`config.mk`:
```
export PLATFORM = sky130hd
export DESIGN_NAME = uart_tx_serializer
export DESIGN_NICKNAME = d
export VERILOG_FILES = /design/src/rtl/uart_tx_pkg.sv /design/src/rtl/uart_tx_shifter.sv /design/src/rtl/uart_tx_line_coder.sv /design/src/rtl/uart_tx_dir_ctl.sv /design/src/rtl/uart_tx_serializer.sv
export SDC_FILE = /design/constraint.sdc
export NUM_CORES = 1
export LEC_CHECK = 0
export ABC_CLOCK_PERIOD_IN_PS = 5300
export BUFFER_PORTS_ARGS = -buffer_cell sky130_fd_sc_hd__buf_4
export CAP_MARGIN = 5
export CELL_PAD_IN_SITES_DETAIL_PLACEMENT = 0
export CELL_PAD_IN_SITES_GLOBAL_PLACEMENT = 1
export CORE_ASPECT_RATIO = 0.6
export CORE_UTILIZATION = 27
export CTS_CLUSTER_SIZE = 10
export DETAILED_ROUTE_END_ITERATION = 6
export GPL_TIMING_DRIVEN = 0
export PLACE_DENSITY_LB_ADDON = 0.1
export SETUP_SLACK_MARGIN = 0.2
export SYNTH_ARGS = -nofsm -noshare
export SYNTH_HDL_FRONTEND = slang
export SYNTH_SLANG_ARGS = --single-unit
export TNS_END_PERCENT = 30
```
`constraint.sdc`:
```
create_clock -name clk -period 5.3 [get_ports clk]
set_input_delay 0.795 -clock clk [delete_from_list [all_inputs] [get_ports clk]]
set_output_delay 0.795 -clock clk [all_outputs]
set_load 0.05 [all_outputs]
```
`src/rtl/uart_tx_pkg.sv`:
```
// Package: shared sizes for the transmit serializer.
// Assumes one start bit, one stop bit, at most one ninth bit and one parity bit.
package uart_tx_pkg;
    localparam int unsigned EXTRA_BITS = 4; // start, ninth, parity, stop
    function automatic int unsigned frame_width(input int unsigned data_w);
        return data_w + EXTRA_BITS;
    endfunction
endpackage

```
`src/rtl/uart_tx_shifter.sv`:
```
// Frame engine: captures a character on load while idle and steps through its
// bits, one bit every OVS baud ticks. Marks the payload bits (data, ninth,
// parity) for the line coder. Assumes the configuration is stable during a frame.
module uart_tx_shifter
    import uart_tx_pkg::*;
#(
    parameter int unsigned DATA_W = 8,
    parameter int unsigned OVS    = 16
) (
    input  logic                         clk,
    input  logic                         rst_n,
    input  logic                         baud_tick,
    input  logic                         load,
    input  logic [DATA_W-1:0]            data_in,
    input  logic                         bit9,
    input  logic                         cfg_nine,
    input  logic                         cfg_par_en,
    input  logic                         cfg_par_odd,
    output logic                         busy,
    output logic                         cur_bit,
    output logic                         cur_pay,
    output logic [$clog2(OVS)-1:0]       tick_cnt,
    output logic                         done
);
    localparam int unsigned FW = frame_width(DATA_W);
    localparam int unsigned IW = $clog2(FW);
    localparam int unsigned TW = $clog2(OVS);
    localparam logic [TW-1:0] TMAX = TW'(OVS - 1);

    logic [FW-1:0] frame_q, pay_q, new_frame, new_pay;
    logic [IW-1:0] idx_q, last_q, new_last;
    logic          par_bit;

    // Build the frame image and payload mask from the inputs.
    always_comb begin
        new_frame = '1;
        new_pay   = '0;
        new_frame[0] = 1'b0;
        for (int i = 0; i < int'(DATA_W); i++) begin
            new_frame[1+i] = data_in[i];
            new_pay[1+i]   = 1'b1;
        end
        par_bit  = (^data_in) ^ (cfg_nine & bit9) ^ cfg_par_odd;
        new_last = IW'(DATA_W + 1);
        if (cfg_nine) begin
            new_frame[new_last] = bit9;
            new_pay[new_last]   = 1'b1;
            new_last            = new_last + 1'b1;
        end
        if (cfg_par_en) begin
            new_frame[new_last] = par_bit;
            new_pay[new_last]   = 1'b1;
            new_last            = new_last + 1'b1;
        end
    end

    // Load, tick counting, bit stepping and the completion pulse.
    always_ff @(posedge clk) begin
        if (!rst_n) begin
            busy     <= 1'b0;
            done     <= 1'b0;
            tick_cnt <= '0;
            idx_q    <= '0;
            last_q   <= '0;
            frame_q  <= '1;
            pay_q    <= '0;
        end else begin
            done <= 1'b0;
            if (!busy && load) begin
                busy     <= 1'b1;
                tick_cnt <= '0;
                idx_q    <= '0;
                last_q   <= new_last;
                frame_q  <= new_frame;
                pay_q    <= new_pay;
            end else if (busy && baud_tick) begin
                if (tick_cnt == TMAX) begin
                    tick_cnt <= '0;
                    if (idx_q == last_q) begin
                        busy <= 1'b0;
                        done <= 1'b1;
                    end else begin
                        idx_q <= idx_q + 1'b1;
                    end
                end else begin
                    tick_cnt <= tick_cnt + 1'b1;
                end
            end
        end
    end

    assign cur_bit = busy ? frame_q[idx_q] : 1'b1;
    assign cur_pay = busy & pay_q[idx_q];

    AST_DONE_SINGLE: assert property (@(posedge clk) disable iff (!rst_n)
        done |=> !done);
    AST_FRAME_HELD: assert property (@(posedge clk) disable iff (!rst_n)
        (busy && load) |=> $stable(frame_q));
    AST_INDEX_BOUND: assert property (@(posedge clk) disable iff (!rst_n)
        busy |-> (idx_q <= last_q));
endmodule

```
`src/rtl/uart_tx_line_coder.sv`:
```
// Line coder: maps the current bit to the line level for NRZ or infrared
// pulse coding and applies inversion (whole frame, or payload only in card mode).
// Assumes the tick counter restarts at zero at each bit boundary.
module uart_tx_line_coder #(
    parameter int unsigned OVS         = 16,
    parameter int unsigned PULSE_FIRST = 7,
    parameter int unsigned PULSE_LEN   = 3
) (
    input  logic                   clk,
    input  logic                   rst_n,
    input  logic                   busy,
    input  logic                   cur_bit,
    input  logic                   cur_pay,
    input  logic [$clog2(OVS)-1:0] tick_cnt,
    input  logic                   cfg_invert,
    input  logic                   cfg_irda,
    input  logic                   cfg_card,
    output logic                   line
);
    localparam int unsigned TW = $clog2(OVS);
    localparam logic [TW-1:0] P_LO = TW'(PULSE_FIRST);
    localparam logic [TW-1:0] P_HI = TW'(PULSE_FIRST + PULSE_LEN - 1);

    logic flip, pulse;

    // Choose the NRZ or pulse-coded level for this clock.
    always_comb begin
        flip  = cfg_invert & (~cfg_card | cur_pay);
        pulse = busy & ~cur_bit & (tick_cnt >= P_LO) & (tick_cnt <= P_HI);
        if (cfg_irda) line = pulse ^ cfg_invert;
        else          line = cur_bit ^ flip;
    end

    AST_CARD_IDLE_HIGH: assert property (@(posedge clk) disable iff (!rst_n)
        (!busy && cfg_card && !cfg_irda) |-> line);
endmodule

```
`src/rtl/uart_tx_dir_ctl.sv`:
```
// Direction control: holds the single-wire direction bit and the block-length
// counter, and clears the direction after the block plus four trailing
// characters when card block mode is on. Assumes done is a one-clock pulse.
module uart_tx_dir_ctl #(
    parameter int unsigned CNT_W = 8,
    parameter int unsigned TAIL  = 4
) (
    input  logic             clk,
    input  logic             rst_n,
    input  logic             done,
    input  logic             dir_wr,
    input  logic             dir_val,
    input  logic             blk_wr,
    input  logic [CNT_W-1:0] blk_len,
    input  logic             auto_en,
    output logic             dir
);
    localparam int unsigned TLW = $clog2(TAIL + 1);
    localparam logic [TLW-1:0] TAIL_LAST = TLW'(TAIL - 1);
    localparam logic [TLW-1:0] TAIL_SAT  = TLW'(TAIL);

    logic [CNT_W-1:0] blk_cnt;
    logic [TLW-1:0]   tail_cnt;
    logic             release_now;

    assign release_now = done & auto_en & (blk_cnt == '0) & (tail_cnt == TAIL_LAST);

    // Block counter and trailing-character counter.
    always_ff @(posedge clk) begin
        if (!rst_n) begin
            blk_cnt  <= '0;
            tail_cnt <= '0;
        end else if (blk_wr) begin
            blk_cnt  <= blk_len;
            tail_cnt <= '0;
        end else if (done) begin
            if (blk_cnt != '0)            blk_cnt  <= blk_cnt - 1'b1;
            else if (tail_cnt != TAIL_SAT) tail_cnt <= tail_cnt + 1'b1;
        end
    end

    // Direction bit: software write wins over the automatic release.
    always_ff @(posedge clk) begin
        if (!rst_n)           dir <= 1'b0;
        else if (dir_wr)      dir <= dir_val;
        else if (release_now) dir <= 1'b0;
    end

    AST_BLK_DECREMENT: assert property (@(posedge clk) disable iff (!rst_n)
        (done && !blk_wr && blk_cnt != '0) |=> (blk_cnt == $past(blk_cnt) - 1'b1));
    AST_TAIL_BOUND: assert property (@(posedge clk) disable iff (!rst_n)
        tail_cnt <= TAIL_SAT);
endmodule

```
`src/rtl/uart_tx_serializer.sv`:
```
// Top: configurable UART transmit serializer. Holds the ninth-bit register and
// joins the frame engine, line coder and direction control.
// Assumes baud_tick is a one-clock strobe at OVS times the bit rate.
module uart_tx_serializer #(
    parameter int unsigned DATA_W = 8,
    parameter int unsigned OVS    = 16,
    parameter int unsigned CNT_W  = 8
) (
    input  logic              clk,
    input  logic              rst_n,
    input  logic              baud_tick,
    input  logic              load,
    input  logic [DATA_W-1:0] data_in,
    input  logic              bit9_wr,
    input  logic              bit9_val,
    input  logic              cfg_nine,
    input  logic              cfg_par_en,
    input  logic              cfg_par_odd,
    input  logic              cfg_invert,
    input  logic              cfg_irda,
    input  logic              cfg_one_wire,
    input  logic              cfg_card,
    input  logic              cfg_blk_mode,
    input  logic              dir_wr,
    input  logic              dir_val,
    input  logic              blk_wr,
    input  logic [CNT_W-1:0]  blk_len,
    output logic              line_out,
    output logic              line_oe,
    output logic              ready,
    output logic              done
);
    logic                   bit9_q, busy, cur_bit, cur_pay, dir;
    logic [$clog2(OVS)-1:0] tick_cnt;

    // Held ninth-bit register, kept across frames.
    always_ff @(posedge clk) begin
        if (!rst_n)       bit9_q <= 1'b0;
        else if (bit9_wr) bit9_q <= bit9_val;
    end

    uart_tx_shifter #(.DATA_W(DATA_W), .OVS(OVS)) u_shift (
        .clk(clk), .rst_n(rst_n), .baud_tick(baud_tick), .load(load),
        .data_in(data_in), .bit9(bit9_q), .cfg_nine(cfg_nine),
        .cfg_par_en(cfg_par_en), .cfg_par_odd(cfg_par_odd), .busy(busy),
        .cur_bit(cur_bit), .cur_pay(cur_pay), .tick_cnt(tick_cnt), .done(done)
    );

    uart_tx_line_coder #(.OVS(OVS)) u_coder (
        .clk(clk), .rst_n(rst_n), .busy(busy), .cur_bit(cur_bit),
        .cur_pay(cur_pay), .tick_cnt(tick_cnt), .cfg_invert(cfg_invert),
        .cfg_irda(cfg_irda), .cfg_card(cfg_card), .line(line_out)
    );

    uart_tx_dir_ctl #(.CNT_W(CNT_W)) u_dir (
        .clk(clk), .rst_n(rst_n), .done(done), .dir_wr(dir_wr),
        .dir_val(dir_val), .blk_wr(blk_wr), .blk_len(blk_len),
        .auto_en(cfg_card & cfg_blk_mode), .dir(dir)
    );

    assign ready   = ~busy;
    assign line_oe = cfg_one_wire ? dir : 1'b1;

    AST_DONE_WITH_READY: assert property (@(posedge clk) disable iff (!rst_n)
        done |-> ready);
    AST_LOAD_STARTS_FRAME: assert property (@(posedge clk) disable iff (!rst_n)
        (ready && load) |=> !ready);
endmodule

```
# Yosys cells after proc, flatten, opt, wreduce, memory -nomap -nowiden

Index checks and enable logic that the tools add are counted.
W data, S select, Z words.

Bits in registers: 51
Input port bits: 33
Logic and storage cells: 96

$add $sub $neg: 5
$lt $le $gt $ge: 5
Equal/unequal tests: 4
Mux-type cells: 27
Bitwise gates (word level): 24
Reduce and logical (&&, ||, !) cells: 20

Operators by type and width:

| kind                  | number |
|---|---|
| $mux W12              | 2 |
| $mux W8               | 3 |
| $mux W1               | 15 |
| $add A4 B1 Y4 const B | 3 |
| $bwmux W12            | 1 |
| $or A10 B12 Y12       | 1 |
| $reduce_bool A2 Y1    | 6 |
| $and A1 B1 Y1         | 10 |
| $lt A4 B5 Y1 const B  | 2 |
| $reduce_and A3 Y1     | 3 |
| $bmux W1 S4           | 2 |
| $logic_not A8 Y1      | 1 |
| $mux W4               | 2 |
| $not A1 Y1            | 8 |
| $reduce_bool A8 Y1    | 1 |
| $reduce_xor A8 Y1     | 1 |
| $sub A8 B1 Y8 const B | 1 |
| $demux W1 S4          | 1 |
| $eq A4 B4 Y1          | 1 |
| $eq A4 B4 Y1 const B  | 1 |
| $ge A4 B1 Y1 const B  | 1 |
| $ge A4 B3 Y1 const B  | 1 |
| $le A4 B4 Y1 const B  | 1 |
| $reduce_or A2 Y1      | 2 |
| 10 further kinds      | 15 |

# Longest topological paths before layout

Depth after elaboration: 9
Mapped depth: 8
Depth with buffers taken out: 8

# Cells and area by module

From an unflattened synthesis, not the netlist that was laid out.

Cells, all modules: 249
Area total of the unflattened synthesis: 2124.5 um2

By module, submodules not included:

| module             | times used | cells each | area each (um2) | seq. area each (um2) |
|---|---|---|---|---|
| uart_tx_shifter    | 1          | 150        | 1285.0          | 500.5 |
| uart_tx_dir_ctl    | 1          | 83         | 710.7           | 240.2 |
| uart_tx_line_coder | 1          | 10         | 76.3            | 0.0 |
| uart_tx_serializer | 1          | 6          | 52.6            | 20.0 |

# Worst setup path before layout

Ideal clock, no wire load.

Path type: reg2out
From: register u_shift.idx_q[0]
To: output port line_out
Data arrival time: 2.347 ns
Data required time: 4.505 ns
Path slack: 2.158 ns
Cell stages (with the launch flop): 8
Path buffers: 1
Path through: dfxtp_1 buf_6 mux4_2 mux2i_1 o221ai_2 a211oi_1 a31oi_1 a31oi_1

Word-level cells in the longest chain between the ends: 9
Elaborated cells between the ends (all ways): 15
Those cells by class: mux (6); bitwise (9)

Ends and longest elaborated chain:

| what                          | RTL line                 | source |
|---|---|---|
| start: declaration            | uart_tx_shifter.sv:31    | `logic [IW-1:0] idx_q, last_q, new_last;` |
| start signal: assignment      | uart_tx_shifter.sv:83    | `idx_q <= idx_q + 1'b1;` |
| $bmux W1 S4                   | uart_tx_shifter.sv:92    | `assign cur_bit = busy ? frame_q[idx_q] : 1'b1;` |
| $mux W1 (implied by the code) | uart_tx_shifter.sv:92    |  |
| $mux W1                       | uart_tx_shifter.sv:92    |  |
| $not A1 Y1                    | uart_tx_line_coder.sv:29 | `pulse = busy & ~cur_bit & (tick_cnt >= P_LO) & (tick_cnt <= P_HI);` |
| $and A1 B1 Y1 (3 in a row)    | uart_tx_line_coder.sv:29 |  |
| $xor A1 B1 Y1                 | uart_tx_line_coder.sv:30 | `if (cfg_irda) line = pulse ^ cfg_invert;` |
| $mux W1 *                     | uart_tx_line_coder.sv:30 |  |
| end: declaration              | uart_tx_serializer.sv:28 | `output logic line_out,` |

Every way passes the cells marked *; elsewhere a longest branch is shown, timed or not. The select of a mux whose other input is x is not followed.

# Worst setup path after layout

Same ends and word-level chain as after synthesis.

==> results.md <==
- Starting DRT DRC Count: 48
- Reg area: 761 µm²
- Final Hold Viols: 0
- Seq/Total Area, Yosys: 0.375
- Outcome: finished clean
- CTS Root Buffer Type: clkbuf_16
- Synthesis-to-finish area growth: 29.2%
- Clk_lat worst skew: 280 ps
- WP data required: roughly 4500 ps
- Crit end category: output pin
- Gr busiest metal: met1
- Share of post-route cells with drive strength above 1: 0.191
- Setup Skew: 3.96 ps
- Clock-pin slew on the worst setup and hold paths: 60 ps
- Routed wire length: between 4000 and 5000 µm
- Maximum number of pins on one net before global-route repair: 13
- DRC Markers: 0
- Worst slew pin tran: about 520 ps
- Fin crit share: 0.625
- Clock Tree Buf Depth: 2
- Hold path startpoint: u_shift.frame_q[0]$_SDFFE_PN1P_
- Setup TNS: 0 ps
- Endpoints failing setup: 0
- Yosys top cell area share: 0.375
- Vias in the first global route: 1,571
- Worst setup startpoint: u_shift.idx_q[0]$_SDFFE_PP0P_
- I/O pin count: 37
- Die Ht: 69.1 µm
- Synth Flop Type: dfxtp_1
- Peak supply drop: 0.158 mV
- Area contributors post-synth: dfxtp_1 (38%), xnor2_1 (8.2%), ha_1 (6.8%), o21ai_0 (4.4%), o22a_1 (3.5%)
- Fin crit period: roughly 3300 ps
- Distinct cells, synth: 42
- Post-synth ARST share: 0
- CP max stage cell: mux4_2
- Die width: 114 µm
- Highest Clock Rate: 0.302 GHz
- Avg Cell Area, Syn: approximately 8.9 µm²
- First-pass GRT wire length: approximately 8000 µm
- Final Power: 810 µW
- CP cell instances: buf_6 > mux4_2 > mux2i_1 > o221ai_2 > a211oi_1 > a31oi_1 > a31oi_1 > buf_4
- Critical path's top delay family: multiplexers
- Starting Density: 0.279
- Synth Instances: between 200 and 250
- Critical R2R Launch: u_dir.blk_cnt[2]$_SDFFE_PN0P_
- Pwr/cell area: 309 nW/µm²
- Fillers: roughly 800
- Post-synth EDFFs: 0
- DP HPWL: 3630 µm
- Cell area after layout: between 2000 and 3000 µm²
- CP Class: flip-flop to output pin
- Placement Rows: 24
- H-tree depth: 2
- Max-slew headroom: 0.655
- GRT Util Overall: 0.131
- ANT cells: 0
- Cell Area, Placed: 2420 µm²
- RSZ-0062 raised after global routing: no
- GR Overflow Total: 0
- Lkg Pwr: 0.00102 µW
- CP most frequent cell: a31oi_1
- Commonest cells in the netlist: dfxtp_1 (38), xnor2_1 (19), o21ai_0 (18)
- Syn_nets: 273
- CTS tree: done
- Cell Area, Synth: 2030 µm²
- Worst Path Max Fanout: 10
- Final net count: approximately 320
- Max-slew violations: 0
- GPL Wtd Cong: 0.766
- Area of the multi-input gates: 1160 µm²
- HP Class: flip-flop to flip-flop
- Flops & latches, synth: 38
- WL per Instance: 12.5 µm
- TritonCTS Buffers: 5
- # hold bufs at CTS: 0
- Met2 Use GR: 0.161
- M1 GR Usage: 0.213
- Core area: about 7300 µm²
- DIE AREA: a little under 8000 µm²
- Top-count cell post-synth: dfxtp_1
- Postcts setup bufs: 0
- Maxcap violations: 0
- Drt pass-1 iters: 4
- Synth Warn #: 0
- I/O Buffers: 35
- CP arrival: 2520 ps
- Initial antenna violation count: 0
- Max incr delay on CP: a little over 500 ps
- Post_cts resized: 0
- Met3 Use GR: 0.0361
- Critical Path Source Type: flip-flop
- Post-route ant nets: 0
- DR vias/cell: roughly 4.5
- Total clock sinks: 38
- Cell type with the highest aggregate area in the netlist: dfxtp_1
- Buf/Inv on CP: 2
- Vias: 1,677
cells in the final DEF (no fill, tap or decap), drive strengths merged, types with 2 or more instances in the layout:
master and n:
a211oi 2, a21oi 13, a31oi 3, and3 3
buf 37, bufinv 2, clkbuf 14, dfxtp 38
ha 11, inv 16, mux2i 6, mux4 2
nand2 17, nand2b 5, nand3 8, nand4 2
nor2 13, nor2b 4, nor3 6, nor4 2
o211a 2, o211ai 2, o21ai 19, o22a 8
xnor2 19, xor2 3
per-layer routing:
layer | up-vias | routed length, µm
li1 | 894 | -
met1 | 747 | 2820
met2 | 31 | 1630
met3 | 5 | 203
met4 | 0 | 38
met5 | - | 0
through the flow:
stage / util / hold slack, ps / setup WS [ps] / instances
6_report: 0.361 / 444 / 1990 / 376
3_3_place_gp: 0.333 / 438 / 2340 / 368
4_1_cts: 0.361 / 446 / 2040 / 376
5_1_grt: 0.361 / 474 / 1880 / 376
2_1_floorplan: - / 419 / 2160 / 229
3_5_place_dp: 0.333 / 436 / 2340 / 368
area by class of cell:
type	count	area share
multi-input cells	165	0.443
flip-flops and latches	38	0.290
repair buffers	35	0.100
clock buffers	6	0.0530
well taps	104	0.0497
clock inverters	2	0.0229
inverters	16	0.0229
plain buffers	10	0.0177
final timing paths:
check,to,slack (ps),depth (start not counted)
worst min-delay path,u_shift.frame_q[0]$_SDFFE_PN1P_,440,2
worst max register to register,u_dir.tail_cnt[0]$_SDFFE_PP0P_,3430,6
worst max-delay path,line_out,1990,8
worst min register to register,u_shift.frame_q[0]$_SDFFE_PN1P_,440,2
logic make-up (layout without fill, tap and decap cells):
kind of cell,after synthesis,count (layout),share of synthesized area
compound gates,58,58,0.192
xor+xnor,22,22,0.0950
mux,8,8,0.0518
fa+ha+maj,11,11,0.0679
buf+inv,26,69,0.0524
flops,38,38,0.375
simple gates,66,66,0.165
tightest hold or removal path: stages, from the launching register on:
cell and delay, ps:
dfxtp_1 310, nand2_1 50, nand2_1 40
state kept, by name, indices dropped and copies added (netlist names):
name and cells:
u_shift.frame_q 11, bit9_q 1, u_dir.dir 1, u_shift.last_q 1
u_dir.blk_cnt 8, u_shift.pay_q 3, u_shift.idx_q 4, u_shift.done 1
u_shift.busy 1, u_dir.tail_cnt 3, u_shift.tick_cnt 4
power breakdown:
group / switching (µW) / internal, µW / leakage (µW)
logic: 52.1 / 48.5 / 0.000609
clock network: 117 / 283 / 0.0000971
registers: 10.4 / 300 / 0.000312
total: 179 / 631 / 0.00102
No activity file was read; power rests on OpenSTA's default activity.
